<file path="src/rtl/hbd_pkg.sv">
package hbd_pkg;
    parameter int DEF_ADDR_W = 3;

    typedef enum logic [1:0] {
        ACC_IDLE  = 2'd0,
        ACC_READ  = 2'd1,
        ACC_WRITE = 2'd2
    } acc_e;
endpackage

</file>
<file path="src/rtl/hbd_addr_hold.sv">
module hbd_addr_hold #(
    parameter int ADDR_W = hbd_pkg::DEF_ADDR_W
) (
    input  logic              clk,
    input  logic              rst,
    input  logic              as_n,
    input  logic              cs_live,
    input  logic [ADDR_W-1:0] addr_live,
    output logic              cs_eff,
    output logic [ADDR_W-1:0] addr_eff
);
    typedef struct packed {
        logic              cs;
        logic [ADDR_W-1:0] addr;
    } hold_t;

    hold_t hold_d, hold_q;

    always_comb begin
        hold_d = hold_q;
        if (!as_n) begin
            hold_d.cs   = cs_live;
            hold_d.addr = addr_live;
        end
    end

    always_ff @(posedge clk or posedge rst) begin
        if (rst) hold_q <= '0;
        else     hold_q <= hold_d;
    end

    assign cs_eff   = as_n ? hold_q.cs   : cs_live;
    assign addr_eff = as_n ? hold_q.addr : addr_live;


    hold_frozen_chk: assert property (@(posedge clk) disable iff (rst)
        $past(as_n) |-> $stable(hold_q));
endmodule

</file>
<file path="src/rtl/hbd_strobe.sv">
module hbd_strobe (
    input  logic          clk,
    input  logic          rst,
    input  logic          sel,
    input  logic          ior,
    input  logic          ior_n,
    input  logic          iow,
    input  logic          iow_n,
    output hbd_pkg::acc_e acc,
    output logic          wr_lead
);
    import hbd_pkg::*;

    typedef struct packed {
        logic wr_prev;
    } stb_t;

    stb_t stb_d, stb_q;
    logic rd_raw, wr_raw;

    assign rd_raw = ior | ~ior_n;
    assign wr_raw = iow | ~iow_n;

    always_comb begin
        stb_d.wr_prev = sel & wr_raw;
    end

    always_ff @(posedge clk or posedge rst) begin
        if (rst) stb_q <= '0;
        else     stb_q <= stb_d;
    end

    always_comb begin
        acc = ACC_IDLE;
        if (!rst && sel) begin
            if (rd_raw)      acc = ACC_READ;
            else if (wr_raw) acc = ACC_WRITE;
        end
    end

    assign wr_lead = ~rst & sel & wr_raw & ~stb_q.wr_prev & ~rd_raw;
endmodule

</file>
<file path="src/rtl/host_bus_decoder.sv">
module host_bus_decoder #(
    parameter  int ADDR_W = hbd_pkg::DEF_ADDR_W,
    localparam int NREG   = 1 << ADDR_W
) (
    input  logic              clk,
    input  logic              rst,
    input  logic              as_n,
    input  logic              cs0,
    input  logic              cs1,
    input  logic              cs2_n,
    input  logic [ADDR_W-1:0] addr,
    input  logic              ior,
    input  logic              ior_n,
    input  logic              iow,
    input  logic              iow_n,
    output logic [ADDR_W-1:0] addr_o,
    output logic [NREG-1:0]   rd_sel,
    output logic [NREG-1:0]   wr_sel,
    output logic              data_oe,
    output logic              ddis_n
);
    import hbd_pkg::*;

    logic              cs_live, cs_eff, wr_lead;
    logic [ADDR_W-1:0] addr_eff;
    acc_e              acc;
    logic [NREG-1:0]   rd_dec, wr_dec;

    typedef struct packed {
        logic [NREG-1:0] wr_sel;
    } top_t;

    top_t top_d, top_q;

    assign cs_live = cs0 & cs1 & ~cs2_n;

    hbd_addr_hold #(.ADDR_W(ADDR_W)) u_hold (
        .clk      (clk),
        .rst      (rst),
        .as_n     (as_n),
        .cs_live  (cs_live),
        .addr_live(addr),
        .cs_eff   (cs_eff),
        .addr_eff (addr_eff)
    );

    hbd_strobe u_stb (
        .clk    (clk),
        .rst    (rst),
        .sel    (cs_eff),
        .ior    (ior),
        .ior_n  (ior_n),
        .iow    (iow),
        .iow_n  (iow_n),
        .acc    (acc),
        .wr_lead(wr_lead)
    );

    for (genvar g = 0; g < NREG; g++) begin : g_dec
        assign rd_dec[g] = (acc == ACC_READ) && (addr_eff == ADDR_W'(g));
        assign wr_dec[g] = wr_lead && (addr_eff == ADDR_W'(g));
    end

    always_comb begin
        top_d.wr_sel = wr_dec;
    end

    always_ff @(posedge clk or posedge rst) begin
        if (rst) top_q <= '0;
        else     top_q <= top_d;
    end

    assign rd_sel  = rd_dec;
    assign wr_sel  = top_q.wr_sel;
    assign data_oe = (acc == ACC_READ);
    assign ddis_n  = ~data_oe;
    assign addr_o  = rst ? '0 : addr_eff;


    rd_onehot_chk: assert property (@(posedge clk) disable iff (rst)
        $onehot0(rd_sel));

    wr_onehot_chk: assert property (@(posedge clk) disable iff (rst)
        $onehot0(wr_sel));

    wr_single_chk: assert property (@(posedge clk) disable iff (rst)
        (|wr_sel) |=> (wr_sel == '0));

    wr_not_in_read_chk: assert property (@(posedge clk) disable iff (rst)
        (|wr_sel) |-> $past(acc != ACC_READ));

    ddis_read_chk: assert property (@(posedge clk) disable iff (rst)
        (|rd_sel) |-> !ddis_n);
endmodule

</file>
<file path="config.mk">
export PLATFORM = sky130hd
export DESIGN_NAME = host_bus_decoder
export DESIGN_NICKNAME = d
export VERILOG_FILES = /design/src/rtl/hbd_pkg.sv /design/src/rtl/hbd_addr_hold.sv /design/src/rtl/hbd_strobe.sv /design/src/rtl/host_bus_decoder.sv
export SDC_FILE = /design/constraint.sdc
export NUM_CORES = 1
export LEC_CHECK = 0
export ABC_AREA = 1
export BUFFER_PORTS_ARGS = -buffer_cell sky130_fd_sc_hd__clkbuf_2
export CORE_MARGIN = 4
export CORE_UTILIZATION = 46
export CTS_CLUSTER_SIZE = 30
export DETAILED_ROUTE_END_ITERATION = 16
export HOLD_SLACK_MARGIN = 0.03
export PLACE_DENSITY = 0.82
export SLEW_MARGIN = 20
export SYNTH_ARGS = -nofsm -noshare
export SYNTH_HDL_FRONTEND = slang
export SYNTH_SLANG_ARGS = --single-unit
</file>
<file path="constraint.sdc">
create_clock -name clk -period 2 [get_ports clk]
set_input_delay 0.4 -clock clk [delete_from_list [all_inputs] [get_ports clk]]
set_output_delay 0.4 -clock clk [all_outputs]
set_load 0.02 [all_outputs]
</file>
* Word-level counts from Yosys, hierarchy flattened
Cells that the tools add are included.
Operators by class: equal/unequal tests 8, mux-type cells 6, bitwise logic cells 16, reductions and logical operators 19
Operators with widths (number):
- 1-bit logical AND | 17
- 3-bit == test (second input constant) | 4
- 1-bit AND | 7
- 1-bit inverter | 7
- 3-bit by 2-bit == test with 1-bit output (second input constant) | 2
- 2-bit two-way mux | 3
- 3-bit two-way mux | 2
- 3-bit by 1-bit == test with 1-bit output (second input constant) | 1
- 3-bit zero test | 1
- 2-bit by 1-bit == test with 1-bit output (second input constant) | 1
- 1-bit OR | 2
- 1-bit zero test | 1
- 1-bit two-way mux | 1
Word-level totals: flip-flop bits (word level) 13, input bits 13, output and inout bits 21, logic and storage cells 53

* Longest topological paths before layout
Gate-level depths: netlist (run 1).
depth after elaboration 8, mapped depth 6

* Hierarchy
A second synthesis (run 1) with hierarchy kept.
Unflattened totals: cells, all modules 81, area total of the unflattened synthesis 615.6 µm²
By module, submodules not included:
- host_bus_decoder | instances 1, cells an instance 46, area an instance 355.3 µm², sequential area each 200.2 µm²
- hbd_addr_hold | instances 1, cells an instance 18, area an instance 152.6 µm², sequential area each 100.1 µm²
- hbd_strobe | instances 1, cells an instance 17, area an instance 107.6 µm², sequential area each 25.0 µm²

* Worst setup path before layout (run 1)
Ideal clock, no wire load.
kind in2out, start input port rst, end output port rd_sel[0], arrival 1.373 ns, data required time 1.600 ns, setup slack 0.227 ns, stages on the path 3, buffers on the path 0, cell sequence inv_1 > nand3_4 > nor2_1
On the way: word-level cells in the longest chain between the ends 5
RTL lines:
- from (decl) | line host_bus_decoder.sv:6 | input logic rst,
- 1-bit zero test (no line)
- 1-bit logical AND | line hbd_strobe.sv:35 | if (!rst && sel) begin
- 2-bit two-way mux | line hbd_strobe.sv:35
- 2-bit by 1-bit == test with 1-bit output | line host_bus_decoder.sv:60 | assign rd_dec[g] = (acc == ACC_READ) && (addr_eff == ADDR_W'(g));
- 1-bit logical AND | line host_bus_decoder.sv:60
- to (decl) | line host_bus_decoder.sv:17 | output logic [NREG-1:0] rd_sel,
Every way passes these cells.

* Worst setup path in the final report (run 1)
start register u_hold.hold_q[2] in the netlist's numbering, end output port rd_sel[3]
On the way: word-level cells in the longest chain between the ends 3
RTL lines:
- from (decl) | line hbd_addr_hold.sv:17 | hold_t hold_d, hold_q;
- from (signal assigned) | line hbd_addr_hold.sv:29 | else hold_q <= hold_d;
- 3-bit two-way mux | line hbd_addr_hold.sv:33 | assign addr_eff = as_n ? hold_q.addr : addr_live;
- 3-bit by 2-bit == test with 1-bit output | line host_bus_decoder.sv:60
- 1-bit logical AND | line host_bus_decoder.sv:60
Every way passes these cells.

==> impl_metrics.py, run 1 <==
metrics = {
    "clocking": {
        "clockRootBuffer": "clkbuf_4",
        "cts_buffer_depth": 2,
        "numClockSinks": 13,
        "ctsHoldBuffers": 0,
        "htreeDepth": 1,
        "tritoncts": "done",
        "numCtsBuffers": 3,
        "ctsResizeCount": 0,
        "post_cts_buffers": 0,
        "clk_pin_slew_ns": 0.08,
        "clock_latency_ns": 0.28,
    },
    "drt": {
        "ant_nets": 0,
        "routed_wl_um": 1480,
        "drc": 0,
        "routedWlPerCell_um": 11.7,
        "first_pass_iters": 4,
        "viasPerCell": 4.72,
        "first_iter_violations": 5,
        "num_vias": 595,
    },
    "setup_path": {
        "cp_max_fo": 5,
        "r2r_slack_ns": 0.93,
        "path_depth": 6,
        "cp_num_buf_inv": 2,
        "startpoint_type": "flip-flop",
        "startpoint": "u_hold.hold_q[2]",
        "reg2reg_from": "u_hold.hold_q[2]",
        "critPathTopFamily": "simple AND/OR/NAND/NOR gates",
        "crit_chain": "nand2_4, inv_1, nor2_2, nand3_1, nor2_1, clkbuf_2",
        "r2r-end": "wr_sel[0]",
        "worstSetupEndpointType": "output port",
        "max_stage_delay_ns": 0.41,
        "worstPathRequired_ns": 1.60,
        "worstRegToRegCells": 5,
        "path_class": "reg2out",
        "critPathArrivalTime_ns": 1.45,
        "endpoint": "rd_sel[3]",
        "slowest_stage": "dfrtp_1",
    },
    "pwr": {
        "powerDensity_nw_per_um2": 617,
        "p_leak_nw": 0.497,
        "ir_drop_uv": 400,
        "power.total_mw": 0.537,
    },
    "die": {
        "die-area_um2": 2120,
        "die_y_um": 46.0,
        "die_x_um": 46.0,
        "rows": 13,
        "core_um2": 1330,
        "ioPinCount": 34,
        "start_util": 0.498,
    },
    "timing": {
        "final.setup.worst_slack_ns": 0.151,
        "min_period_ns": 1.85,
        "slew_violations": 0,
        "worst_pin_slew_ns": 0.310,
        "fin_tns_setup_ns": 0,
        "max_freq_ghz": 0.541,
        "fin_crit_sh": 0.925,
        "hold_viol": 0,
        "finalSetupViolations": 0,
        "skew_ns": 0.00488,
        "slew_headroom": 0.793,
        "rsz0062_at_grt": "no",
        "whs_ns": 0.216,
    },
    "cells_and_area": {
        "final_area_um2": 871,
        "fill_cells": 116,
        "fin_util": 0.653,
        "nNetsFinal": 125,
        "drive_gt1_frac": 0.450,
        "n_antenna_cell": 0,
        "stdcell_count": 126,
        "syn2layout_area_growth_pct": 31.1,
    },
    "placed_design": {
        "gp_congestion": 0.865,
        "dpl_cell_area_um2": 845,
        "place.port_buffers": 33,
        "post-place-ws_ns": 0.180,
        "place_inst": 122,
        "dp_hpwl_um": 1180,
    },
    "global_route": {
        "grt_usage": 0.165,
        "use_met3": 0.0356,
        "grt_pass1_vias": 544,
        "antenna_found_initial": 0,
        "top_usage_layer": "met2",
        "grt_max_degree": 15,
        "grt_pass1_wl_um": 2310,
        "grt.met1_usage": 0.186,
        "grt-ovfl-total": 0,
        "use_met2": 0.261,
    },
    "synth": {
        "synthDistinctLibCells": 16,
        "yosysMostFrequentCell": "nor2_1",
        "ys.flop_type": "dfrtp_1",
        "synth_area_um2": 664,
        "synth_common_cells": "nor2_1 (23), dfrtp_1 (13), inv_1 (10)",
        "ys_ff_latch": 13,
        "synth_edf_count": 0,
        "synthArstFlopShare": 1.00,
        "synth.yosys.warnings": 0,
        "postSynthNetCount": 87,
        "synthCells": 74,
        "yosysTopAreaCellShare": 0.490,
        "ys_seq_area_frac": 0.490,
        "synth_top_cell_by_area": "dfrtp_1",
        "avgSynthCellArea_um2": 8.98,
        "yosys-top-cells-area": "dfrtp_1 (49%), nor2_1 (13%), nand3_1 (6.0%)",
    },
    "run_status": {
        "status": "complete, no violations",
    },
    "hold_path": {
        "hp-class": "in2async",
    },
    "flow_run": {
        "drv_cap": 0,
    },
}
[cell usage in the layout (no fill, tap or decap)]
| master | netlist | layout |
|---|---|---|
| nor2_4 | 2 | 2 |
| clkbuf_1 | 0 | 1 |
| o21ai_2 | 2 | 2 |
| nor2_2 | 1 | 1 |
| a21oi_1 | 1 | 1 |
| nor2_1 | 23 | 23 |
| inv_2 | 1 | 1 |
| nand2_4 | 2 | 2 |
| inv_1 | 10 | 10 |
| clkbuf_2 | 0 | 33 |
| nand3b_1 | 1 | 1 |
| nand2_1 | 4 | 4 |
| nand2_2 | 2 | 2 |
| dfrtp_1 | 13 | 13 |
| buf_4 | 0 | 1 |
| nand3_1 | 8 | 8 |
| nand3_4 | 2 | 2 |
| o21ai_4 | 1 | 1 |
| clkbuf_4 | 0 | 3 |
[worst min path at each step]
stage,start,endpoint,slack [ns],depth (start not counted)
2_1_floorplan,rst,u_hold.hold_q[0],0.34,1
3_3_place_gp,rst,u_hold.hold_q[0],0.51,3
3_5_place_dp,rst,u_stb.stb_q,0.52,3
4_1_cts,rst,u_stb.stb_q,0.22,3
5_1_grt,rst,u_stb.stb_q,0.23,3
6_report,rst,u_stb.stb_q,0.22,3
[cells by family after synthesis]
group | count (synthesis) | synth area share
AOI/OAI and AO/OA | 4 | 0.0584
and+or+nand+nor | 45 | 0.373
buffers and inverters | 12 | 0.0791
DFF | 13 | 0.490
[tightest hold or removal path, stage by stage]
cell and delay, ns:
clkbuf_2 0.11, inv_1 0.11, buf_4 0.24
[power breakdown]
group,internal (mW),total (mW),switching (mW)
combinational,0.0335,0.0997,0.0662
sequential,0.270,0.274,0.00380
clock,0.0774,0.164,0.0861
[cell type report]
type / instances / area, µm² / share of cell area
flip-flops and latches: 13 / 325 / 0.374
multi-input cells: 49 / 287 / 0.329
repair buffers: 34 / 173 / 0.198
inverters: 11 / 41.3 / 0.0474
clock buffers: 4 / 26.3 / 0.0302
well taps: 15 / 18.8 / 0.0216
[per-layer routing]
layer  up-vias  routed length, µm
met5         -                  0
met4         0                 57
met3         4                116
met2        24                726
met1       266                578
li1        301                  -
[sequential cells by signal (all words and copies together), names as in the netlist]
name           count
wr_sel             8
u_stb.stb_q        1
u_hold.hold_q      4
Power figures use the tool's default switching activity.
==> run 2: changes to the inputs <==
--- a/config.mk
+++ b/config.mk
@@ -9,10 +9,11 @@
 export BUFFER_PORTS_ARGS = -buffer_cell sky130_fd_sc_hd__clkbuf_2
 export CORE_MARGIN = 4
 export CORE_UTILIZATION = 46
-export CTS_CLUSTER_SIZE = 30
+export CTS_CLUSTER_SIZE = 28
 export DETAILED_ROUTE_END_ITERATION = 16
 export HOLD_SLACK_MARGIN = 0.03
 export PLACE_DENSITY = 0.82
+export SKIP_LAST_GASP = 1
 export SLEW_MARGIN = 20
 export SYNTH_ARGS = -nofsm -noshare
 export SYNTH_HDL_FRONTEND = slang
==> constraint.sdc (replaced) <==
create_clock -name clk -period 2 [get_ports clk]
set_input_delay 0 -clock clk [delete_from_list [all_inputs] [get_ports clk]]
set_output_delay 0 -clock clk [all_outputs]
set_load 0.02 [all_outputs]
==> run 2 against run 1 <==
Final area rose by 5.7%; combinational power rose by 7%; core utilization rose by 3.8 points; worst setup slack improved by 0.41 ns; sequential power barely moved; largest cell class unchanged.
==> impl_metrics.py, run 2 (same netlist as run 1, synthesis figures left out) <==
metrics = {
    "die": {
        "rows": 13,
        "die_x_um": 46.0,
        "die_y_um": 46.0,
        "ioPinCount": 34,
        "die-area_um2": 2120,
        "core_um2": 1330,
        "start_util": 0.498,
    },
    "global_route": {
        "grt_max_degree": 11,
        "grt-ovfl-total": 0,
        "antenna_found_initial": 0,
        "grt_usage": 0.146,
        "grt_pass1_vias": 530,
        "grt_pass1_wl_um": 2170,
    },
    "cells_and_area": {
        "syn2layout_area_growth_pct": 38.6,
        "final_common_cell": "clkbuf_2",
        "final_cell_mix": "clkbuf_2 (33), nor2_1 (23), dfrtp_1 (13)",
        "nNetsFinal": 130,
        "fin_util": 0.690,
        "drive_gt1_frac": 0.431,
        "stdcell_count": 131,
        "n_antenna_cell": 0,
        "largest_reg_flops": 8,
    },
    "clocking": {
        "ctsResizeCount": 0,
        "numCtsBuffers": 3,
        "cts_buffer_depth": 2,
        "numClockSinks": 13,
        "clk_pin_slew_ns": 0.08,
        "tritoncts": "done",
        "clock_latency_ns": 0.27,
        "post_cts_buffers": 0,
        "clockRootBuffer": "clkbuf_4",
        "ctsHoldBuffers": 5,
        "htreeDepth": 1,
    },
    "drt": {
        "viasPerCell": 4.71,
        "first_pass_iters": 3,
        "first_iter_violations": 10,
        "num_vias": 617,
        "routedWlPerCell_um": 10.7,
        "drc": 0,
        "ant_nets": 0,
        "routed_wl_um": 1400,
    },
    "setup_path": {
        "startpoint_type": "primary input",
        "worstPathRequired_ns": 2.00,
        "critPathArrivalTime_ns": 1.44,
        "critical_path.most_common_cell": "clkbuf_2",
        "worstSetupEndpointType": "output port",
        "critPathTopFamily": "buffers and inverters",
        "cp_max_fo": 10,
        "r2r_slack_ns": 0.93,
        "worstRegToRegCells": 5,
        "crit_chain": "dlygate4sd3_1, clkbuf_2, inv_1, nand3_4, nor2_1, clkbuf_2",
        "slowest_stage": "dlygate4sd3_1",
        "cp_num_buf_inv": 4,
        "path_class": "in2out",
        "r2r-end": "wr_sel[1]",
        "reg2reg_from": "u_hold.hold_q[2]",
        "max_stage_delay_ns": 0.53,
    },
    "timing": {
        "finalSetupViolations": 0,
        "worst_pin_slew_ns": 0.344,
        "fin_crit_sh": 0.720,
        "final.setup.worst_slack_ns": 0.561,
        "max_freq_ghz": 0.695,
        "whs_ns": 0.0409,
        "slew_violations": 0,
        "fin_tns_setup_ns": 0,
        "rsz0062_at_grt": "no",
        "hold_viol": 0,
        "min_period_ns": 1.44,
        "slew_headroom": 0.770,
        "skew_ns": 0.00661,
    },
    "pwr": {
        "pwr-share-comb": 0.198,
        "powerDensity_nw_per_um2": 586,
        "p_clk_frac": 0.295,
        "p_leak_nw": 0.518,
        "swShare": 0.283,
        "p_sw_mw": 0.153,
        "p_int_mw": 0.387,
        "ir_drop_uv": 278,
        "seq_power_share": 0.507,
    },
    "placed_design": {
        "place.port_buffers": 33,
        "dp_hpwl_um": 1110,
        "post-place-ws_ns": 0.874,
        "place_inst": 122,
        "gp_congestion": 0.833,
    },
    "run_status": {
        "status": "complete, no violations",
    },
    "hold_path": {
        "hp-class": "in2reg",
        "min_from": "iow_n",
        "hold_path_end": "u_stb.stb_q",
        "hold_depth": 4,
    },
    "flow_run": {
        "drv_cap": 0,
    },
}
==> run 2: layer usage <==
| metal | track usage | up-vias | part of all wire |
|---|---|---|---|
| li1 | - | 312 | - |
| met5 | 0 | - | 0 |
| met1 | 0.177 | 282 | 0.42 |
| met3 | 0.0237 | 2 | 0.059 |
| met4 | 0.0852 | 0 | 0.012 |
| met2 | 0.239 | 21 | 0.51 |
==> run 2: worst max path at each step <==
stage / depth (start not counted) / slack [ns] / startpoint / to
5_1_grt: 6 / 0.42 / rst / rd_sel[3]
3_5_place_dp: 6 / 0.87 / u_hold.hold_q[2] / rd_sel[1]
6_report: 6 / 0.56 / rst / rd_sel[7]
4_1_cts: 6 / 0.54 / rst / rd_sel[5]
2_1_floorplan: 5 / 0.94 / u_hold.hold_q[2] / rd_sel[1]
3_3_place_gp: 6 / 0.93 / u_hold.hold_q[2] / rd_sel[2]
==> run 2: tightest hold or removal path, cell delays in order <==
cell and delay, ns:
clkbuf_2 0.08, inv_1 0.03, nor2_1 0.11, a21oi_1 0.06
==> run 2: metrics by stage <==
stage / cell area (µm²) / power [mW]
floorplan: 664 / 0.350
global placement: 845 / 0.376
detailed placement: 845 / 0.378
CTS: 921 / 0.545
global route: 921 / 0.568
finish: 921 / 0.540
==> run 2: power groups by stage <==
stage	Clock [mW]	Sequential, mW	Combinational [mW]
floorplan	0	0.279	0.0711
global placement	0	0.278	0.0977
detailed placement	0	0.279	0.0999
CTS	0.163	0.273	0.108
global route	0.174	0.274	0.119
finish	0.159	0.274	0.107
==> run 2: final cells by class <==
cell class | instances | area (µm²)
flip-flops and latches | 13 | 325
repair buffers | 39 | 223
clock buffers | 4 | 26.3
inverters | 11 | 41.3
fillers | 123 | 413
well taps | 15 | 18.8
multi-input cells | 49 | 287
==> run 3: changes to the inputs <==
--- a/config.mk
+++ b/config.mk
@@ -8,11 +8,11 @@
 export ABC_AREA = 1
 export BUFFER_PORTS_ARGS = -buffer_cell sky130_fd_sc_hd__clkbuf_2
 export CORE_MARGIN = 4
-export CORE_UTILIZATION = 46
+export CORE_UTILIZATION = 43
 export CTS_CLUSTER_SIZE = 28
 export DETAILED_ROUTE_END_ITERATION = 16
 export HOLD_SLACK_MARGIN = 0.03
-export PLACE_DENSITY = 0.82
+export PLACE_DENSITY = 0.77
 export SKIP_LAST_GASP = 1
 export SLEW_MARGIN = 20
 export SYNTH_ARGS = -nofsm -noshare
==> constraint.sdc (replaced) <==
create_clock -name clk -period 1.4 [get_ports clk]
set_input_delay 0 -clock clk [delete_from_list [all_inputs] [get_ports clk]]
set_output_delay 0 -clock clk [all_outputs]
set_load 0.02 [all_outputs]
==> run 3 against run 2 <==
Clock power increased by 50%; the run now ends with negative setup slack left; via count increased by 11%; critical path type is now reg2out; die area increased by 5.7%.
==> impl_metrics.py, run 3 (same netlist as run 1, synthesis figures left out) <==
metrics = {
    "cells_and_area": {
        "nNetsFinal": 137,
        "fill_cells": 102,
        "fin_util": 0.768,
        "final_common_cell": "clkbuf_2",
        "largest_reg_flops": 8,
        "drive_gt1_frac": 0.602,
        "syn2layout_area_growth_pct": 59.9,
        "n_antenna_cell": 0,
        "final_cell_mix": "clkbuf_2 (24), nor2_1 (19), buf_4 (17)",
    },
    "setup_path": {
        "worstSetupEndpointType": "output port",
        "worstPathRequired_ns": 1.40,
        "critPathArrivalTime_ns": 1.40,
        "cp_max_fo": 5,
        "path_class": "reg2out",
        "startpoint_type": "flip-flop",
    },
    "die": {
        "die_x_um": 47.3,
        "ioPinCount": 34,
        "start_util": 0.481,
        "core_um2": 1380,
        "die-area_um2": 2240,
        "rows": 13,
        "die_y_um": 47.3,
    },
    "clocking": {
        "cts_buffer_depth": 2,
        "tritoncts": "done",
        "numCtsBuffers": 3,
        "htreeDepth": 1,
        "numClockSinks": 13,
        "clock_latency_ns": 0.28,
        "clockRootBuffer": "clkbuf_4",
        "clk_pin_slew_ns": 0.08,
    },
    "global_route": {
        "grt_pass1_vias": 556,
        "grt-ovfl-total": 0,
        "grt_max_degree": 12,
        "antenna_found_initial": 0,
        "grt_pass1_wl_um": 2480,
        "grt_usage": 0.159,
    },
    "run_status": {
        "status": "finished, violations left",
        "violations": "negative setup slack",
    },
    "flow_run": {
        "drv_cap": 0,
    },
    "timing": {
        "min_period_ns": 1.40,
        "max_freq_ghz": 0.714,
        "rsz0062_at_grt": "yes",
        "fin_crit_sh": 1.00,
        "hold_viol": 0,
        "skew_ns": 0.00371,
        "slew_headroom": 0.762,
        "worst_pin_slew_ns": 0.357,
        "slew_violations": 0,
        "final.setup.worst_slack_ns": -0.000946,
        "finalSetupViolations": 1,
    },
    "hold_path": {
        "hp-class": "in2reg",
    },
    "drt": {
        "drc": 0,
        "routed_wl_um": 1800,
        "first_pass_iters": 4,
        "viasPerCell": 4.97,
        "ant_nets": 0,
        "num_vias": 686,
        "first_iter_violations": 16,
        "routedWlPerCell_um": 13.0,
    },
    "placed_design": {
        "place.port_buffers": 33,
        "dp_hpwl_um": 1180,
        "post-place-ws_ns": 0.280,
        "gp_congestion": 0.826,
    },
    "pwr": {
        "p_leak_nw": 0.568,
        "ir_drop_uv": 623,
        "powerDensity_nw_per_um2": 794,
    },
}
## run 3: area by class of cell
| type | instances | area, µm² | area share |
|---|---|---|---|
| clock buffers | 4 | 26.3 | 0.0247 |
| inverters | 11 | 45.0 | 0.0424 |
| multi-input cells | 49 | 344 | 0.324 |
| flip-flops and latches | 13 | 325 | 0.306 |
| well taps | 15 | 18.8 | 0.0177 |
| repair buffers | 46 | 303 | 0.285 |
## run 3: timing repair
| item | 4_1_cts | 5_1_grt |
|---|---|---|
| gates resized for setup | 1 | 35 |
| endpoints found under the hold margin | 15 | 0 |
| cloned | 0 | 0 |
| hold buffers | 3 | 0 |
| buffers inserted | 0 | 10 |
| pin swaps | 0 | 14 |
| setup endpoints to repair | 4 | 9 |
## run 3: through the flow
| stage | hold slack, ns | instances | total power [mW] | area, µm² | TNS [ns] |
|---|---|---|---|---|---|
| 5_1_grt | 0.0520 | 138 | 0.869 | 1060 | -0.194 |
| 6_report | 0.0175 | 138 | 0.844 | 1060 | -0.000946 |
| 3_5_place_dp | -0.0320 | 122 | 0.542 | 845 | 0 |
| 2_1_floorplan | -0.0616 | 74 | 0.500 | 664 | 0 |
| 3_3_place_gp | -0.0379 | 122 | 0.538 | 845 | 0 |
| 4_1_cts | 0.0307 | 129 | 0.778 | 906 | 0 |
## run 3: critical path, stage by stage (launching register included)
cell and delay (ns):
dfrtp_1 0.38, nand2_2 0.11, inv_2 0.06, nor2_4 0.18, nand3_2 0.11, nor2_1 0.14, buf_4 0.16
## run 3: power breakdown
| part | total [mW] | switching (mW) | internal (mW) |
|---|---|---|---|
| registers | 0.390 | 0.00445 | 0.386 |
| clock network | 0.239 | 0.128 | 0.111 |
| logic | 0.214 | 0.126 | 0.0883 |
| total | 0.844 | 0.259 | 0.585 |
## run 3: path summary, 6_finish.rpt
kind	from	endpoint	slack (ns)	depth (start not counted)
min	iow	u_stb.stb_q	0.02	3
min in group asynchronous	rst	wr_sel[7]	0.34	4
min reg2reg	u_hold.hold_q[3]	u_hold.hold_q[3]	0.59	2
max	u_hold.hold_q[1]	rd_sel[4]	-0.0009	6
max reg2reg	u_hold.hold_q[1]	wr_sel[0]	0.25	6
max in group asynchronous	rst	wr_sel[6]	0.86	4
## run 3: routing by layer
metal,part of all wire,GRT usage,vias to the layer above
met5,0,0,-
met3,0.074,0.0268,4
li1,-,-,327
met4,0.011,0.0663,0
met1,0.43,0.215,324
met2,0.48,0.251,31
